<file path="src/rtl/pcl_pkg.sv">
package pcl_pkg;

    typedef enum logic [1:0] {
        PUMP_OFF  = 2'b00,
        PUMP_SINK = 2'b01,
        PUMP_SRC  = 2'b10
    } pump_code_e;

    typedef struct packed {
        logic up;
        logic dn;
    } lead_state_t;

endpackage

</file>
<file path="src/rtl/pcl_edge.sv">
module pcl_edge (
    input  logic clk,
    input  logic rst_n,
    input  logic sig_in,
    output logic rise
);
    logic prev_d, prev_q;

    always_comb begin
        prev_d = sig_in;
        rise   = sig_in & ~prev_q;
    end

    always_ff @(posedge clk) begin
        if (!rst_n) prev_q <= 1'b0;
        else        prev_q <= prev_d;
    end
endmodule

</file>
<file path="src/rtl/pcl_pfd.sv">
module pcl_pfd
    import pcl_pkg::*;
(
    input  logic clk,
    input  logic rst_n,
    input  logic run_en,
    input  logic ref_rise,
    input  logic div_rise,
    output logic up_q,
    output logic dn_q,
    output logic resolve
);
    lead_state_t st_d, st_q;
    logic up_set, dn_set;

    always_comb begin
        up_set  = st_q.up | ref_rise;
        dn_set  = st_q.dn | div_rise;
        resolve = run_en & up_set & dn_set;
        st_d.up = run_en & up_set & ~resolve;
        st_d.dn = run_en & dn_set & ~resolve;
    end

    always_ff @(posedge clk) begin
        if (!rst_n) st_q <= '0;
        else        st_q <= st_d;
    end

    assign up_q = st_q.up;
    assign dn_q = st_q.dn;


    up_starts_on_ref_chk: assert property (@(posedge clk) disable iff (!rst_n)
        $rose(up_q) |-> $past(ref_rise));

    dn_starts_on_div_chk: assert property (@(posedge clk) disable iff (!rst_n)
        $rose(dn_q) |-> $past(div_rise));

    up_holds_chk: assert property (@(posedge clk) disable iff (!rst_n)
        (up_q && !div_rise && run_en) |=> up_q);
endmodule

</file>
<file path="src/rtl/pcl_lockdet.sv">
module pcl_lockdet #(
    parameter int ERR_MAX  = 4,
    parameter int LOCK_CNT = 3
) (
    input  logic clk,
    input  logic rst_n,
    input  logic run_en,
    input  logic active,
    input  logic resolve,
    output logic lock_q
);
    localparam int EW = $clog2(ERR_MAX + 1);
    localparam int GW = $clog2(LOCK_CNT + 1);
    localparam logic [EW-1:0] ERR_LIM = EW'(ERR_MAX);
    localparam logic [GW-1:0] GOOD_LIM = GW'(LOCK_CNT);

    typedef struct packed {
        logic [EW-1:0] err;
        logic [GW-1:0] good;
        logic          lock;
    } ld_state_t;

    ld_state_t st_d, st_q;
    logic exceed;

    always_comb begin
        st_d   = st_q;
        exceed = active && (st_q.err >= ERR_LIM);
        if (!run_en) begin
            st_d = '0;
        end else begin
            if (exceed) begin
                st_d.good = '0;
                st_d.lock = 1'b0;
            end else if (resolve) begin
                if (st_q.good != GOOD_LIM) st_d.good = st_q.good + 1'b1;
                st_d.lock = ({1'b0, st_q.good} + 1'b1) >= {1'b0, GOOD_LIM};
            end
            if (resolve || !active)        st_d.err = '0;
            else if (st_q.err != ERR_LIM)  st_d.err = st_q.err + 1'b1;
        end
    end

    always_ff @(posedge clk) begin
        if (!rst_n) st_q <= '0;
        else        st_q <= st_d;
    end

    assign lock_q = st_q.lock;


    lock_needs_resolve_chk: assert property (@(posedge clk) disable iff (!rst_n)
        $rose(lock_q) |-> $past(resolve && run_en));

    overlong_clears_lock_chk: assert property (@(posedge clk) disable iff (!rst_n)
        exceed |=> !lock_q);
endmodule

</file>
<file path="src/rtl/pcl_outmap.sv">
module pcl_outmap
    import pcl_pkg::*;
(
    input  logic       up,
    input  logic       dn,
    input  logic       pol_swap,
    input  logic       run_en,
    input  logic       lock_in,
    output logic [1:0] pump_code,
    output logic       ext_r,
    output logic       ext_p_pull,
    output logic       lock_out
);
    logic       src_lead, snk_lead;
    pump_code_e code;

    always_comb begin
        src_lead = pol_swap ? dn : up;
        snk_lead = pol_swap ? up : dn;
        if (!run_en) begin
            code       = PUMP_OFF;
            ext_r      = 1'b0;
            ext_p_pull = 1'b0;
            lock_out   = 1'b1;
        end else begin
            code       = src_lead ? PUMP_SRC : (snk_lead ? PUMP_SINK : PUMP_OFF);
            ext_r      = snk_lead;
            ext_p_pull = src_lead;
            lock_out   = lock_in;
        end
        pump_code = code;
    end
endmodule

</file>
<file path="src/rtl/pfd_lock.sv">
module pfd_lock #(
    parameter int ERR_MAX  = 4,
    parameter int LOCK_CNT = 3
) (
    input  logic       clk,
    input  logic       rst_n,
    input  logic       ref_in,
    input  logic       div_in,
    input  logic       pol_swap,
    input  logic       run_en,
    output logic [1:0] pump_code,
    output logic       ext_r,
    output logic       ext_p_pull,
    output logic       lock_out
);
    localparam int NCH = 2;

    logic [NCH-1:0] raw_in, rise;
    logic up_q, dn_q, resolve, lock_q;

    assign raw_in = {div_in, ref_in};

    for (genvar g = 0; g < NCH; g++) begin : g_edge
        pcl_edge u_edge (
            .clk    (clk),
            .rst_n  (rst_n),
            .sig_in (raw_in[g]),
            .rise   (rise[g])
        );
    end

    pcl_pfd u_pfd (
        .clk      (clk),
        .rst_n    (rst_n),
        .run_en   (run_en),
        .ref_rise (rise[0]),
        .div_rise (rise[1]),
        .up_q     (up_q),
        .dn_q     (dn_q),
        .resolve  (resolve)
    );

    pcl_lockdet #(.ERR_MAX(ERR_MAX), .LOCK_CNT(LOCK_CNT)) u_lock (
        .clk     (clk),
        .rst_n   (rst_n),
        .run_en  (run_en),
        .active  (up_q | dn_q),
        .resolve (resolve),
        .lock_q  (lock_q)
    );

    pcl_outmap u_map (
        .up         (up_q),
        .dn         (dn_q),
        .pol_swap   (pol_swap),
        .run_en     (run_en),
        .lock_in    (lock_q),
        .pump_code  (pump_code),
        .ext_r      (ext_r),
        .ext_p_pull (ext_p_pull),
        .lock_out   (lock_out)
    );


    save_clears_state_chk: assert property (@(posedge clk) disable iff (!rst_n)
        !run_en |=> (!up_q && !dn_q));
endmodule

</file>
<file path="config.mk">
export PLATFORM = sky130hd
export DESIGN_NAME = pfd_lock
export DESIGN_NICKNAME = d
export VERILOG_FILES = /design/src/rtl/pcl_pkg.sv /design/src/rtl/pcl_edge.sv /design/src/rtl/pcl_pfd.sv /design/src/rtl/pcl_lockdet.sv /design/src/rtl/pcl_outmap.sv /design/src/rtl/pfd_lock.sv
export SDC_FILE = /design/constraint.sdc
export NUM_CORES = 1
export LEC_CHECK = 0
export ABC_AREA = 1
export BUFFER_PORTS_ARGS = -buffer_cell sky130_fd_sc_hd__buf_2
export CAP_MARGIN = 0
export CORE_MARGIN = 1.5
export CORE_UTILIZATION = 28
export CTS_BUF_LIST = sky130_fd_sc_hd__clkbuf_4 sky130_fd_sc_hd__clkbuf_8 sky130_fd_sc_hd__clkbuf_16
export CTS_CLUSTER_SIZE = 12
export DETAILED_ROUTE_END_ITERATION = 16
export PLACE_DENSITY_LB_ADDON = 0.05
export SETUP_SLACK_MARGIN = 0.4
export SLEW_MARGIN = 30
export SYNTH_ARGS = -nofsm -noshare
export SYNTH_HDL_FRONTEND = slang
export SYNTH_SLANG_ARGS = --single-unit
export TNS_END_PERCENT = 30
</file>
<file path="constraint.sdc">
create_clock -name clk -period 1.3 [get_ports clk]
set_input_delay 0.065 -clock clk [delete_from_list [all_inputs] [get_ports clk]]
set_output_delay 0.065 -clock clk [all_outputs]
set_load 0.01 [all_outputs]
</file>
==> flow_summary.toml <==
[global_route]
track_usage_pct = 9.97
grt_pass1_vias = 366
grt_start_max_net_pins = 6
use_met3_pct = 3.40
grt_first_pass_wirelength_um = 1530
busiest_layer = "met2"
antenna_found_initial = 0
grt_overflow = 0
use_met1_pct = 12.3
gr-usage-met2_pct = 15.4

[timing]
skew_ns = 0.00644
setup_violations = 0
hold_viol_final = 0
final.min_clock_period_ns = 1.20
timing.setup.tns_ns = 0
post-route-period-util_pct = 92.5
tightest_slew_ns = 0.246
timing.fmax_ghz = 0.832
slew-limit-headroom_pct = 83.6
finalMaxSlewViolations = 0
rsz0062_at_grt = "yes"

[setup_path]
start_kind = "flip-flop"
worstPathRequired_ns = 1.24
worst-r2r-cell-count = 6
crit_type = "reg -> out"
crit_fanout = 3
cp-startpoint = "u_pfd.up_q"
r2r_setup_slack_ns = 0.27
critPathCapture = "pump_code[0]"
end_kind = "output port"
reg2reg_from = "u_pfd.dn_q"
arrival_ns = 1.14
rr_endpoint = "u_lock.st_q[5]"

[finish]
instances_no_fill = 114
area_delta_synth_final_pct = 25.5
diodes = 0
drive_gt1_share_pct = 33.7
nNetsFinal = 102
final_cell_area_sq_um = 696

[floorplanning]
dieArea_sq_um = 2260
initial_core_util_pct = 31.1
rows = 15
die_h_um = 47.5
die_width_um = 47.5
num_io_pins = 11
core_area_sq_um = 1780

[route]
via_count = 463
drc = 0
viasPerCell = 4.06
dr.pass1.iters = 1
drt_first_iter_violations = 0
drt-wirelength-per-cell_um = 8.42
ant_nets = 0
wl_um = 960

[placed_design]
dp_hpwl_um = 762
placed_area_sq_um = 644
gp_congestion = 0.701
port_buffers = 10
dpl.cell_count = 108

[clock_network]
root_buffer = "clkbuf_4"
clkLatencyLatePin_ns = 0.26
numCtsBuffers = 3
clock_sinks = 10
ctsHtreeMaxLevel = 1
clock_path_buffers = 2
cts_tree = "done"
clk_pin_slew_ns = 0.07

[job]
cap_viol_max_count = 0

[worst_hold_path]
holdCritPathClass = "in -> reg"

[power_and_ir_drop]
p_leak_nw = 0.330
total_power_mw = 0.616
vdd_drop_max_mv = 0.314
p_per_area_nw_per_um2 = 886

[synthesis]
syn_area_sq_um = 554
syn_avg_cell_area_sq_um = 7.49
ys_warn_count = 0
synthDistinctLibCells = 23
ys_seq_area_share_pct = 36.1
synth_fp_nets = 85
ys_ff_latch = 10
syn-instance-count = 74

[status]
status = "finished clean"
-- flip-flops by register name, summed over array words and instances, names as in the netlist --
register and count:
u_lock.st_q 5, u_pfd.dn_q 1, u_lock.lock_q 1, g_edge.u_edge.prev_q 2
u_pfd.up_q 1
-- Yosys cell counts --
cell / count / share of area, %
a21boi_1: 1 / 1.4
a21oi_1: 3 / 2.7
a21oi_2: 1 / 1.6
buf_4: 1 / 1.4
dfxtp_1: 10 / 36
ha_1: 5 / 11
inv_1: 12 / 8.1
inv_2: 2 / 1.4
nand2_1: 13 / 8.8
nand2_2: 1 / 1.1
nand2_4: 1 / 2.0
nand3_1: 2 / 1.8
nand3_2: 1 / 1.8
nand3b_1: 1 / 1.4
nand4_1: 2 / 2.3
nor2_1: 9 / 6.1
nor2_2: 1 / 1.1
nor3_1: 2 / 1.8
nor4_1: 1 / 1.1
o21a_1: 1 / 1.4
or2_2: 2 / 2.3
xnor2_1: 1 / 1.6
xor2_1: 1 / 1.6
-- what timing repair did --
item,4_1_cts,5_1_grt
endpoints found under the hold margin,2,0
hold buffers,2,0
buffers inserted,1,0
gates resized for setup,1,0
setup endpoints to repair,11,12
-- worst min path at each step --
stage          slack [ns]  depth (start not counted)    from                      end
6_report             0.03                          3   rst_n  g_edge[1].u_edge.prev_q
5_1_grt              0.03                          3   rst_n  g_edge[0].u_edge.prev_q
4_1_cts              0.02                          3   rst_n  g_edge[0].u_edge.prev_q
3_5_place_dp         0.26                          3  ref_in  g_edge[0].u_edge.prev_q
3_3_place_gp         0.26                          3  div_in  g_edge[1].u_edge.prev_q
2_1_floorplan        0.16                          2  ref_in  g_edge[0].u_edge.prev_q
-- cells by family (layout without fill, tap and decap cells) --
family / count (synthesis) / in the layout / synth area share, %
AOI/OAI and AO/OA: 6 / 6 / 7.00
xor gates and xnor gates: 2 / 2 / 3.16
adders and majority gates: 5 / 5 / 11.3
buffers and inverters: 15 / 30 / 10.8
DFF: 10 / 10 / 36.1
and+or+nand+nor: 36 / 36 / 31.6
-- cells in the final DEF, fill, tap and decap left out, types with 3 or more instances in the layout --
master    synthesis  final
clkbuf_4          0      3
dfxtp_1          10      8
a21oi_1           3      3
ha_1              5      4
buf_2             0     10
nor2_1            9      8
inv_2             2      3
inv_1            12     11
nand2_1          13     12
-- final cells by class --
type / count / area, sq um
timing repair buffer: 13 / 77.6
multi-input combinational: 49 / 309
tap: 25 / 31.3
inverter: 14 / 52.6
clock buffer: 3 / 22.5
fill: 197 / 1090
sequential: 10 / 203
-- metal layers --
metal / wire (um) / share of wire, %
met1: 527 / 55
met2: 382 / 40
met3: 39 / 4.1
met4: 10 / 1.0
met5: 0 / 0
-- through the flow --
stage / setup WS (ns) / hold slack [ns] / util (%)
3_5_place_dp: 0.296 / 0.261 / 36.1
6_report: 0.0980 / 0.0322 / 39.0
2_1_floorplan: 0.330 / 0.158 / -
3_3_place_gp: 0.294 / 0.258 / 36.1
4_1_cts: 0.0993 / 0.0245 / 39.0
5_1_grt: 0.0589 / 0.0281 / 39.0
-- where the power goes --
part / total, mW / switching [mW] / internal, mW
sequential: 0.318 / 0.00437 / 0.314
clock: 0.209 / 0.102 / 0.107
combinational: 0.0887 / 0.0512 / 0.0375
total: 0.616 / 0.158 / 0.458
-- critical path, cell delays in order, from the launching register on --
cell and delay, ns:
dfxtp_1 0.33, o21a_1 0.20, nor4_1 0.17, buf_2 0.18
Note: power is estimated with default switching activity, not from simulation.
